### src/rtl/dma_irq_pkg.sv
package dma_irq_pkg;

    localparam int DEF_NCH    = 6;
    localparam int DEF_EVT_N  = 4;
    localparam int DEF_ADDR_W = 12;
    localparam int DEF_DATA_W = 32;

    typedef enum logic {
        CH_QUIET   = 1'b0,
        CH_FLAGGED = 1'b1
    } chan_state_e;

    typedef enum logic [1:0] {
        RD_NONE = 2'd0,
        RD_STAT = 2'd1,
        RD_CLR  = 2'd2
    } rd_sel_e;

endpackage

### src/rtl/dma_irq_decode.sv
module dma_irq_decode
    import dma_irq_pkg::*;
#(
    parameter int                ADDR_W   = DEF_ADDR_W,
    parameter int                DATA_W   = DEF_DATA_W,
    parameter int                STAT_W   = 30,
    parameter logic [ADDR_W-1:0] STAT_OFF = 'h124,
    parameter logic [ADDR_W-1:0] CLR_OFF  = 'h128
) (
    input  logic [ADDR_W-1:0] bus_addr,
    input  logic              bus_wr,
    input  logic [DATA_W-1:0] bus_wdata,
    output logic [STAT_W-1:0] clr_vec,
    output rd_sel_e           rd_sel
);

    logic hit_clr;
    logic unused_rsv;

    assign hit_clr    = (bus_addr == CLR_OFF);
    assign unused_rsv = ^bus_wdata[DATA_W-1:STAT_W];

    always_comb begin
        clr_vec = '0;
        if (bus_wr && hit_clr) begin
            clr_vec = bus_wdata[STAT_W-1:0];
        end
    end

    always_comb begin
        rd_sel = RD_NONE;
        if (bus_addr == STAT_OFF) begin
            rd_sel = RD_STAT;
        end else if (hit_clr) begin
            rd_sel = RD_CLR;
        end
    end

endmodule

### src/rtl/dma_irq_chan.sv
module dma_irq_chan
    import dma_irq_pkg::*;
#(
    parameter int EVT_N = DEF_EVT_N
) (
    input  logic             clk,
    input  logic             rst_n,
    input  logic [EVT_N-1:0] evt,
    input  logic             glob_clr,
    input  logic [EVT_N-1:0] evt_clr,
    output logic             glob_flag,
    output logic [EVT_N-1:0] evt_flag
);

    chan_state_e      st_q, st_d;
    logic [EVT_N-1:0] flag_q, flag_d;
    logic             any_evt;
    logic             any_clr;

    assign any_evt = |evt;
    assign any_clr = glob_clr | (|evt_clr);

    // next state: RAISE on any event, DROP on any clear without event
    always_comb begin
        st_d = st_q;
        unique case (st_q)
            CH_QUIET:   if (any_evt) st_d = CH_FLAGGED;
            CH_FLAGGED: if (!any_evt && any_clr) st_d = CH_QUIET;
            default:    st_d = CH_QUIET;
        endcase
    end

    // per-event sticky flags, event beats clear
    for (genvar k = 0; k < EVT_N; k++) begin : g_flag
        assign flag_d[k] = evt[k] | (flag_q[k] & ~evt_clr[k] & ~glob_clr);
    end

    always_ff @(posedge clk) begin
        if (!rst_n) begin
            st_q   <= CH_QUIET;
            flag_q <= '0;
        end else begin
            st_q   <= st_d;
            flag_q <= flag_d;
        end
    end

    // outputs
    always_comb begin
        glob_flag = (st_q == CH_FLAGGED);
        evt_flag  = flag_q;
    end

    for (genvar k = 0; k < EVT_N; k++) begin : g_chk
        assert_evt_sets_R2: assert property (@(posedge clk) disable iff (!rst_n)
            evt[k] |=> evt_flag[k]);
        assert_evt_clr_R3: assert property (@(posedge clk) disable iff (!rst_n)
            (evt_clr[k] && !evt[k]) |=> !evt_flag[k]);
        assert_glob_wipe_R4: assert property (@(posedge clk) disable iff (!rst_n)
            (glob_clr && !evt[k]) |=> !evt_flag[k]);
        assert_evt_wins_R7: assert property (@(posedge clk) disable iff (!rst_n)
            (evt[k] && (evt_clr[k] || glob_clr)) |=> (evt_flag[k] && glob_flag));
    end

    assert_glob_raise_R2: assert property (@(posedge clk) disable iff (!rst_n)
        any_evt |=> glob_flag);
    assert_glob_drop_R3: assert property (@(posedge clk) disable iff (!rst_n)
        (any_clr && !any_evt) |=> !glob_flag);
    assert_idle_hold_R5: assert property (@(posedge clk) disable iff (!rst_n)
        (!any_evt && !any_clr) |=> ($stable(evt_flag) && $stable(glob_flag)));

endmodule

### src/rtl/dma_irq_req.sv
module dma_irq_req
    import dma_irq_pkg::*;
#(
    parameter int NCH   = DEF_NCH,
    parameter int EVT_N = DEF_EVT_N
) (
    input  logic                 clk,
    input  logic                 rst_n,
    input  logic [NCH*EVT_N-1:0] evt_flags,
    input  logic [NCH*EVT_N-1:0] irq_en,
    output logic [NCH-1:0]       irq
);

    logic [NCH-1:0] req_d;

    for (genvar ch = 0; ch < NCH; ch++) begin : g_req
        assign req_d[ch] = |(evt_flags[ch*EVT_N +: EVT_N] & irq_en[ch*EVT_N +: EVT_N]);

        assert_irq_src_R8: assert property (@(posedge clk) disable iff (!rst_n)
            $rose(irq[ch]) |-> $past(|evt_flags[ch*EVT_N +: EVT_N]));
    end

    always_ff @(posedge clk) begin
        if (!rst_n) begin
            irq <= '0;
        end else begin
            irq <= req_d;
        end
    end

endmodule

### src/rtl/dma_irq_flags.sv
module dma_irq_flags
    import dma_irq_pkg::*;
#(
    parameter int                NCH      = DEF_NCH,
    parameter int                EVT_N    = DEF_EVT_N,
    parameter int                ADDR_W   = DEF_ADDR_W,
    parameter int                DATA_W   = DEF_DATA_W,
    parameter logic [ADDR_W-1:0] STAT_OFF = 'h124,
    parameter logic [ADDR_W-1:0] CLR_OFF  = 'h128
) (
    input  logic                 clk,
    input  logic                 rst_n,
    input  logic [NCH*EVT_N-1:0] evt_pulse,
    input  logic [NCH*EVT_N-1:0] irq_en,
    input  logic [ADDR_W-1:0]    bus_addr,
    input  logic                 bus_wr,
    input  logic [DATA_W-1:0]    bus_wdata,
    output logic [DATA_W-1:0]    bus_rdata,
    output logic [NCH-1:0]       irq
);

    localparam int GRP_W  = EVT_N + 1;
    localparam int STAT_W = NCH * GRP_W;

    logic [STAT_W-1:0]    clr_vec;
    logic [STAT_W-1:0]    stat_vec;
    logic [NCH-1:0]       glob_vec;
    logic [NCH*EVT_N-1:0] evt_vec;
    rd_sel_e              rd_sel;

    dma_irq_decode #(
        .ADDR_W  (ADDR_W),
        .DATA_W  (DATA_W),
        .STAT_W  (STAT_W),
        .STAT_OFF(STAT_OFF),
        .CLR_OFF (CLR_OFF)
    ) u_dec (
        .bus_addr (bus_addr),
        .bus_wr   (bus_wr),
        .bus_wdata(bus_wdata),
        .clr_vec  (clr_vec),
        .rd_sel   (rd_sel)
    );

    for (genvar ch = 0; ch < NCH; ch++) begin : g_ch
        dma_irq_chan #(.EVT_N(EVT_N)) u_chan (
            .clk      (clk),
            .rst_n    (rst_n),
            .evt      (evt_pulse[ch*EVT_N +: EVT_N]),
            .glob_clr (clr_vec[ch*GRP_W]),
            .evt_clr  (clr_vec[ch*GRP_W+1 +: EVT_N]),
            .glob_flag(glob_vec[ch]),
            .evt_flag (evt_vec[ch*EVT_N +: EVT_N])
        );

        assign stat_vec[ch*GRP_W]           = glob_vec[ch];
        assign stat_vec[ch*GRP_W+1 +: EVT_N] = evt_vec[ch*EVT_N +: EVT_N];

        assert_chan_isolate_R10: assert property (@(posedge clk) disable iff (!rst_n)
            (clr_vec[ch*GRP_W +: GRP_W] == '0 && evt_pulse[ch*EVT_N +: EVT_N] == '0)
            |=> $stable(stat_vec[ch*GRP_W +: GRP_W]));
    end

    always_comb begin
        bus_rdata = '0;
        unique case (rd_sel)
            RD_STAT: bus_rdata = DATA_W'(stat_vec);
            RD_CLR:  bus_rdata = '0;
            default: bus_rdata = '0;
        endcase
    end

    dma_irq_req #(.NCH(NCH), .EVT_N(EVT_N)) u_req (
        .clk      (clk),
        .rst_n    (rst_n),
        .evt_flags(evt_vec),
        .irq_en   (irq_en),
        .irq      (irq)
    );

    assert_rsv_zero_R9: assert property (@(posedge clk) disable iff (!rst_n)
        bus_rdata[DATA_W-1:STAT_W] == '0);
    assert_clr_reads_zero_R6: assert property (@(posedge clk) disable iff (!rst_n)
        (bus_addr == CLR_OFF) |-> (bus_rdata == '0));

endmodule

### config.mk
export PLATFORM = sky130hd
export DESIGN_NAME = dma_irq_flags
export DESIGN_NICKNAME = d
export VERILOG_FILES = /design/src/rtl/dma_irq_pkg.sv /design/src/rtl/dma_irq_decode.sv /design/src/rtl/dma_irq_chan.sv /design/src/rtl/dma_irq_req.sv /design/src/rtl/dma_irq_flags.sv
export SDC_FILE = /design/constraint.sdc
export NUM_CORES = 1
export LEC_CHECK = 0
export BUFFER_PORTS_ARGS = -buffer_cell sky130_fd_sc_hd__buf_4
export CELL_PAD_IN_SITES_DETAIL_PLACEMENT = 0
export CELL_PAD_IN_SITES_GLOBAL_PLACEMENT = 1
export CORE_ASPECT_RATIO = 1.5
export CORE_MARGIN = 4
export CORE_UTILIZATION = 35
export CTS_BUF_LIST = sky130_fd_sc_hd__clkbuf_4 sky130_fd_sc_hd__clkbuf_8
export DETAILED_ROUTE_END_ITERATION = 8
export PLACE_DENSITY = 0.92
export SYNTH_ARGS = -nofsm -noshare
export SYNTH_HDL_FRONTEND = slang
export SYNTH_HIERARCHICAL = 1
export SYNTH_SLANG_ARGS = --single-unit
### constraint.sdc
create_clock -name clk -period 3.2 [get_ports clk]
set_input_delay 0.64 -clock clk [delete_from_list [all_inputs] [get_ports clk]]
set_output_delay 0.64 -clock clk [all_outputs]
set_load 0.02 [all_outputs]
==> impl_metrics.ini, run 1 <==
[die]
dieWidth_um = 78.9
placementRows = 38
io_pins = 133
dieHeight_um = 114
initial_utilization_pct = 36.3
core_mm2 = 0.00727
die-area_mm2 = 0.00902

[yosys]
syn_area_per_cell_um2 = 10.4
yosysWarningCount = 6
ys_ff_latch = 36
synth_ff_type = dfxtp_1
synth_top_family_by_area = simple AND/OR/NAND/NOR gates
synthSimpleGateAreaFrac_pct = 46.2
synth_xor_area_share_pct = 0
syn_area_mm2 = 0.00264
synth_cells = 253
yosysMostFrequentCell = dfxtp_1
yosys-top-cells-count = 36 x dfxtp_1, 30 x and3b_1, 30 x nand4b_1
synthTopCellsByArea = dfxtp_1 27%, nor4_2 13%, and3b_1 10%
synth_cell_types = 20
seq_area_frac_synth_pct = 27.3
synth_top_area_cell = dfxtp_1
synthDominantCellAreaShare_pct = 27.3
synth_compound_area_share_pct = 19.1
synth_edf_count = 0
synthMuxAreaShare_pct = 0
synth-async-reset-ratio_pct = 0
synth_fa_ha_area_share_pct = 0

[grt]
grt_max_degree = 43
grt_pass1_wl_um = 13200
grtUsageTotal_pct = 18.0
grt-ovfl-total = 0
grt_pass1_vias = 2795
antenna_found_initial = 0

[run]
maxCapViolCount = 0

[sta]
final_hold_viol_count = 0
max_slew.worst_pin.slew_ns = 0.539
setup_viol = 0
finalCritPeriodShare_pct = 95.5
finalClockSkew_ns = 0.00150
slew_headroom_pct = 63.7
max_freq_mhz = 327
slew_violations = 0
rsz0062_at_grt = no
tns_ns = 0
fin_crit_ns = 3.06

[worst_hold_path]
min_to = g_ch[1].u_chan/glob_flag
min_path_type = reg -> reg
hold_start = g_ch[1].u_chan/glob_flag
min_path_cells = 2

[route]
drt_iter0_markers = 133
wl_um = 8190
first_pass_iters = 4
dr_total_vias = 2609
drc = 0
wl_per_cell_um = 17.5
viasPerCell = 5.56
postRouteAntennaNets = 0

[placed_design]
dp_hpwl_um = 6170
place_congestion = 0.739
port_buffers = 128

[cts]
cts_made_buffers = 5
clock-sinks = 36
clk_latency_ns = 0.28
cts.repair.resized = 0
cts_hold_buf = 0
htreeDepth = 2
postCtsSetupBuffers = 0
clkTransAtPathRegs_ns = 0.07
cts_tree = done
root_buffer = clkbuf_8
clock_path_buffers = 2

[finish]
layout-drive-gt1-share_pct = 53.1
area_delta_synth_final_pct = 41.4
multi_input_area_mm2 = 0.00174
layout.nets = 463
ff_latch_area_um2 = 721
fin_util_pct = 51.3
fillCellCount = 699
antenna_cells = 0

[critical_path]
worst_r2r_startpoint = g_ch[2].u_chan/glob_flag
reg2reg_setup_slack_ns = 2.04
crit_chain = buf_4 -> or4b_2 -> nor4_2 -> buf_4 -> and3b_1 -> buf_4
crit_arrival_ns = 2.42
r2r_cells = 2
cp_common_cell = buf_4
reg2reg_to = g_ch[2].u_chan/glob_flag
cp-end-kind = output pin
crit_path_max_incr_delay_ns = 0.74
crit_slowest_cell = or4b_2
crit_family = simple AND/OR/NAND/NOR gates
crit_fanout = 15
required_ns = 2.56
path_buf_inv = 3
crit_type = in -> out
startpoint_type = input port

[power]
ir_drop_uv = 183
p_per_area_mw_per_mm2 = 300
p_leak_uw = 0.00156

[run_status]
status = finished clean
[final cells by class]
class	instances	share of cell area [%]
sequential	36	19.3
timing repair buffer	136	27.4
inverter	6	0.604
clock buffer	8	2.62
tap	100	3.35
multi-input combinational	183	46.7
[worst max path at each step]
stage | from | to | slack [ns] | depth (start not counted)
finish | bus_addr[1] | bus_rdata[20] | 0.14 | 6
global route | bus_addr[1] | bus_rdata[5] | 0.07 | 6
CTS | bus_addr[1] | bus_rdata[5] | 0.12 | 6
detailed placement | bus_addr[1] | bus_rdata[5] | 0.13 | 6
global placement | bus_addr[1] | bus_rdata[5] | 0.16 | 6
floorplan | bus_addr[1] | bus_rdata[0] | 0.37 | 6
[per-layer routing]
metal / GRT usage, % / vias to the layer above / wire (um)
li1: - / 1241 / -
met1: 19.1 / 1261 / 2960
met2: 34.0 / 93 / 4540
met3: 3.94 / 14 / 480
met4: 7.34 / 0 / 204
met5: 0 / - / 0
[tightest hold or removal path, delay by kind of cell (launching register included)]
| kind | cells | cell delay [ns] |
|---|---|---|
| simple gates | 1 | 0.16 |
| flops | 1 | 0.31 |
| compound gates | 1 | 0.06 |
[cell usage in the layout, fill, tap and decap left out, drive strengths merged]
cell    synthesis  routed
or4b            8       8
inv             6       6
buf            18     136
nand4b         30      30
a21boi          6       6
nand2b          2       2
conb            1       2
clkbuf         11       8
o41ai          12      12
dfxtp          36      36
nor3b          24      24
and3b          30      30
a22oi          12      12
or2             1       1
o21a           24      24
nor4           32      32
[through the flow]
stage	hold slack [ns]	cells	total power [uW]	instance area, um2	setup slack (ns)
finish	0.558	469	1120	3730	0.143
CTS	0.561	469	1130	3730	0.118
detailed placement	0.548	461	769	3630	0.128
global placement	0.540	461	762	3630	0.157
global route	0.570	469	1170	3730	0.0718
floorplan	0.512	254	637	2640	0.370
[registers in the layout (all words and copies together), names as in the netlist]
name / cells
u_req/irq: 6
g_ch.u_chan/evt_flag: 24
g_ch.u_chan/glob_flag: 6
[logic make-up after synthesis]
kind of cell           after synthesis
AOI/OAI and AO/OA                   54
buffers and inverters               35
and+or+nand+nor                    127
other                                1
DFF                                 36
[where the power goes]
part           switching, uW  internal [uW]
registers               21.8            483
logic                    111            141
clock network            168            193
Power figures use the tool's default switching activity.
==> run 2: changes to the inputs <==
RECOVER_POWER = 100   (was default)
clock period = 3.4 ns   (was 3.2 ns; I/O delays follow)
==> impl_metrics.ini, run 2 (synthesis gave the netlist of run 1 again) <==
[cts]
clock_path_buffers = 2
clock-sinks = 36
htreeDepth = 2
root_buffer = clkbuf_8
postCtsSetupBuffers = 0
cts_tree = done
clk_latency_ns = 0.28
clkTransAtPathRegs_ns = 0.07
cts_made_buffers = 5
cts.repair.resized = 0
cts_hold_buf = 0

[critical_path]
r2r_cells = 2
crit_type = in -> out
cp-startpoint = bus_addr[1]
startpoint_type = input port
crit_arrival_ns = 2.52
reg2reg_setup_slack_ns = 2.23
worst_r2r_startpoint = g_ch[2].u_chan/glob_flag
cp-end-kind = output pin
reg2reg_to = g_ch[2].u_chan/glob_flag
required_ns = 2.72
crit_fanout = 22
endpoint = bus_rdata[8]

[sta]
finalCritPeriodShare_pct = 94.2
tns_ns = 0
rsz0062_at_grt = no
setup_viol = 0
final_hold_viol_count = 0
slew_headroom_pct = -18.6
max_slew.worst_pin.slew_ns = 1.78
max_freq_mhz = 312
finalClockSkew_ns = 0.00327
slew_violations = 43
fin_crit_ns = 3.20

[run_status]
failed_checks = capacitance limit, slew limit
status = complete, but fails checks

[route]
dr_wl_met2_um = 4730
highest_layer = met4
drt_iter0_markers = 128
dr_total_vias = 2612
postRouteAntennaNets = 0
wl_um = 8360
viasPerCell = 5.58
first_pass_iters = 4
wl_met1_um = 3020
wl_per_cell_um = 17.9
drc = 0
dr_wl_met3_um = 435

[power]
p_leak_uw = 0.00148
ir_drop_uv = 181
p_per_area_mw_per_mm2 = 289

[grt]
grt_pass1_wl_um = 13300
grtUsageTotal_pct = 18.5
grt-ovfl-total = 0
grt_max_degree = 43
antenna_found_initial = 0
grt_pass1_vias = 2738

[finish]
largest_register_ffs = 24
layout-drive-gt1-share_pct = 48.4
mostFrequentLayoutCells = 97 x buf_4, 36 x dfxtp_1, 30 x and3b_1, 30 x nand4b_1, 28 x clkbuf_2
finalInstanceArea_mm2 = 0.00357
layout.nets = 462
area_delta_synth_final_pct = 35.5
mostFrequentLayoutCell = buf_4
antenna_cells = 0

[placed_design]
dp_hpwl_um = 6290
port_buffers = 128
place_congestion = 0.732
dpl_cell_area_mm2 = 0.00364

[worst_hold_path]
min_path_cells = 2
min_path_type = reg -> reg

[die]
core_mm2 = 0.00727
initial_utilization_pct = 36.3
die-area_mm2 = 0.00902
io_pins = 133
dieHeight_um = 114
placementRows = 38
dieWidth_um = 78.9

[run]
maxCapViolCount = 1
==> run 2: changes by cell type in the layout (fill, tap and decap cells not counted), sizes merged <==
cell	before	now
clkbuf	8	45
buf	136	98
==> run 2: area by class of cell <==
class / instances / area (um2)
fillers: 752 / 3700
multi-input cells: 183 / 1680
repair buffers: 135 / 926
flip-flops and latches: 36 / 721
well taps: 100 / 125
clock buffers: 8 / 97.6
inverters: 6 / 22.5
==> run 2: worst min-delay path by stage <==
stage	end	start	slack, ns
3_3_place_gp	u_req/irq[4]	g_ch[4].u_chan/evt_flag[1]	0.54
6_report	g_ch[1].u_chan/glob_flag	g_ch[1].u_chan/glob_flag	0.56
2_1_floorplan	u_req/irq[0]	g_ch[0].u_chan/evt_flag[1]	0.51
3_5_place_dp	u_req/irq[0]	g_ch[0].u_chan/evt_flag[1]	0.54
5_1_grt	g_ch[0].u_chan/glob_flag	g_ch[0].u_chan/glob_flag	0.59
4_1_cts	u_req/irq[0]	g_ch[0].u_chan/evt_flag[1]	0.56
==> run 2: power breakdown <==
group,internal (uW),total [uW],switching [uW],leakage (uW)
clock network,181,333,151,0.0000523
logic,126,227,101,0.00113
registers,454,475,20.6,0.000302
==> run 2: critical path, cell delays in order <==
cell and delay [ns]:
clkbuf_4 0.11, or4b_2 0.74, nor4_2 0.32, buf_4 0.30
and3b_1 0.21, clkbuf_2 0.15
==> run 2: per-layer routing <==
layer	up-vias	global-route usage (%)
li1	1243	-
met4	0	6.54
met1	1266	20.0
met5	-	0
met2	91	35.7
met3	12	2.83
==> run 2: per-stage QoR <==
step | cells | util (%) | hold WS, ns | worst slack, ns | total power [uW]
after floorplan | 254 | - | 0.512 | 0.490 | 599
after global placement | 460 | 50.0 | 0.541 | 0.215 | 717
after detailed placement | 460 | 50.0 | 0.544 | 0.179 | 724
after CTS | 468 | 51.4 | 0.560 | 0.177 | 1060
after global routing | 468 | 49.1 | 0.587 | 0.0825 | 1090
final | 468 | 49.1 | 0.561 | 0.197 | 1030
==> run 3: changes to the inputs <==
CORE_UTILIZATION = 28   (was 35)
PLACE_DENSITY = 0.91   (was 0.92)
SYNTH_HIERARCHICAL = default   (was 1)
==> impl_metrics.ini, run 3 <==
[sta]
finalCritPeriodShare_pct = 86.0
max_freq_mhz = 342
slew_headroom_pct = 2.44
rsz0062_at_grt = no
max_slew.worst_pin.slew_ns = 1.46
slew_violations = 0
setup_viol = 0
final_hold_viol_count = 0
hold_slack_ns = 0.542
fin_crit_ns = 2.92
tns_ns = 0
finalClockSkew_ns = 0.00715

[route]
wl_per_cell_um = 13.4
dr_total_vias = 2072
wl_um = 5810
drc = 0
drt_iter0_markers = 83
viasPerCell = 4.79
postRouteAntennaNets = 0
first_pass_iters = 4

[power]
pwr-share-comb_pct = 18.3
p_sw_uw = 244
seqPwrFrac_pct = 50.2
p_int_uw = 694
clockPowerShare_pct = 31.6
swShare_pct = 26.0
p_leak_uw = 0.00128
ir_drop_uv = 191
p_per_area_mw_per_mm2 = 333

[critical_path]
r2r_cells = 2
crit_fanout = 14
crit_slowest_cell = or4b_1
crit_chain = clkbuf_4 -> or4b_1 -> nor3_1 -> clkbuf_2 -> and2_2 -> buf_4
reg2reg_setup_slack_ns = 2.63
cp-end-kind = output pin
startpoint_type = input port
crit_arrival_ns = 2.24
crit_type = in -> out
worst_r2r_startpoint = g_ch[3].u_chan.evt_flag[2]
crit_path_max_incr_delay_ns = 0.55
reg2reg_to = u_req.irq[3]
required_ns = 2.72

[yosys]
syn_area_per_cell_um2 = 8.10
ys_ff_latch = 36
synth_top_area_cell = dfxtp_1
syn_area_mm2 = 0.00185
synth_edf_count = 0
seq_area_frac_synth_pct = 39.0
synth_ff_type = dfxtp_1
synth_cell_types = 20
synth-async-reset-ratio_pct = 0
synth_cells = 228
synthTopCellsByArea = dfxtp_1 39%, and2_2 11%, nor2_1 9.8%
synthDominantCellAreaShare_pct = 39.0
yosysMostFrequentCell = nor2_1
yosys-top-cells-count = 48 x nor2_1, 36 x dfxtp_1, 34 x a21oi_1
yosysWarningCount = 0

[finish]
mostFrequentLayoutCell = buf_4
fin_util_pct = 43.7
final_cells = 433
fillCellCount = 696
area_delta_synth_final_pct = 52.4
layout-drive-gt1-share_pct = 40.9
multi_input_area_mm2 = 0.00101
ff_latch_area_um2 = 721
finalInstanceArea_mm2 = 0.00281
mostFrequentLayoutCells = 107 x buf_4, 48 x nor2_1, 36 x dfxtp_1
antenna_cells = 0
largest_register_ffs = 24
layout.nets = 451

[cts]
cts_made_buffers = 5
cts_tree = done
postCtsSetupBuffers = 0
clock_path_buffers = 2
clk_latency_ns = 0.28
clock-sinks = 36
cts.repair.resized = 0
cts_hold_buf = 0
htreeDepth = 2
root_buffer = clkbuf_8
clkTransAtPathRegs_ns = 0.08

[worst_hold_path]
min_path_cells = 2
hold_start = g_ch[1].u_chan.glob_flag
min_to = g_ch[1].u_chan.glob_flag
min_path_type = reg -> reg

[die]
io_pins = 133
initial_utilization_pct = 28.7
core_mm2 = 0.00644
die-area_mm2 = 0.00799
placementRows = 36
dieWidth_um = 74.3
dieHeight_um = 107

[placed_design]
port_buffers = 128
place_congestion = 0.834
dpl_cell_area_mm2 = 0.00284
dp_hpwl_um = 4610
dp_cells = 425

[grt]
grt_pass1_wl_um = 8890
grt_max_degree = 37
grt_pass1_vias = 2013
grtUsageTotal_pct = 14.1
grt-ovfl-total = 0
antenna_found_initial = 0

[run]
maxCapViolCount = 0

[run_status]
status = finished clean
[run 3: changes by cell type after synthesis, moves of 27 or more]
cell / change
a21oi_1: +34
and3b_1: -30
nand4b_1: -30
nor2_1: +48
nor4_2: -27
o21ai_0: +30
[run 3: area by class of cell]
type | instances | area share [%]
timing repair buffer | 131 | 31.9
multi-input combinational | 182 | 36.0
clock inverter | 3 | 0.667
tap | 76 | 3.38
clock buffer | 5 | 2.45
sequential | 36 | 25.6
[run 3: worst max-delay path by stage]
stage                         end  cells past startpoint         from
finish              bus_rdata[15]                      6  bus_addr[9]
global route         bus_rdata[0]                      6  bus_addr[9]
CTS                 bus_rdata[15]                      6  bus_addr[9]
detailed placement   bus_rdata[9]                      6  bus_addr[9]
global placement    bus_rdata[15]                      6  bus_addr[9]
floorplan            bus_rdata[0]                      4  bus_addr[9]
[run 3: power groups by stage]
stage	clock, uW	sequential, uW	combinational, uW
2_1_floorplan	0	482	58.7
3_3_place_gp	0	480	177
3_5_place_dp	0	481	179
4_1_cts	313	471	180
5_1_grt	329	476	191
6_report	296	470	171
[run 3: per-stage QoR]
step           setup slack, ns  power (uW)
2_1_floorplan            0.797         541
4_1_cts                  0.633         964
6_report                 0.476         938
3_5_place_dp             0.634         660
3_3_place_gp             0.633         657
5_1_grt                  0.291         996
[run 3: cell families after synthesis]
logic type | after synthesis | synth area share, %
compound gates | 84 | 25.6
buf+inv | 11 | 5.08
flops | 36 | 39.0
other cells | 1 | 0.203
simple gates | 96 | 30.1
[run 3: layer usage]
layer,up-vias,track usage [%],part of all wire [%]
li1,1058,-,-
met2,92,25.1,50
met5,-,0,0
met4,0,3.82,1.1
met1,916,15.7,37
met3,6,4.86,11
[run 3: worst max-delay path: cells and delay by family]
family	cells	cell delay [ns]
buffers and inverters	3	0.55
AND/OR/NAND/NOR	3	1.01
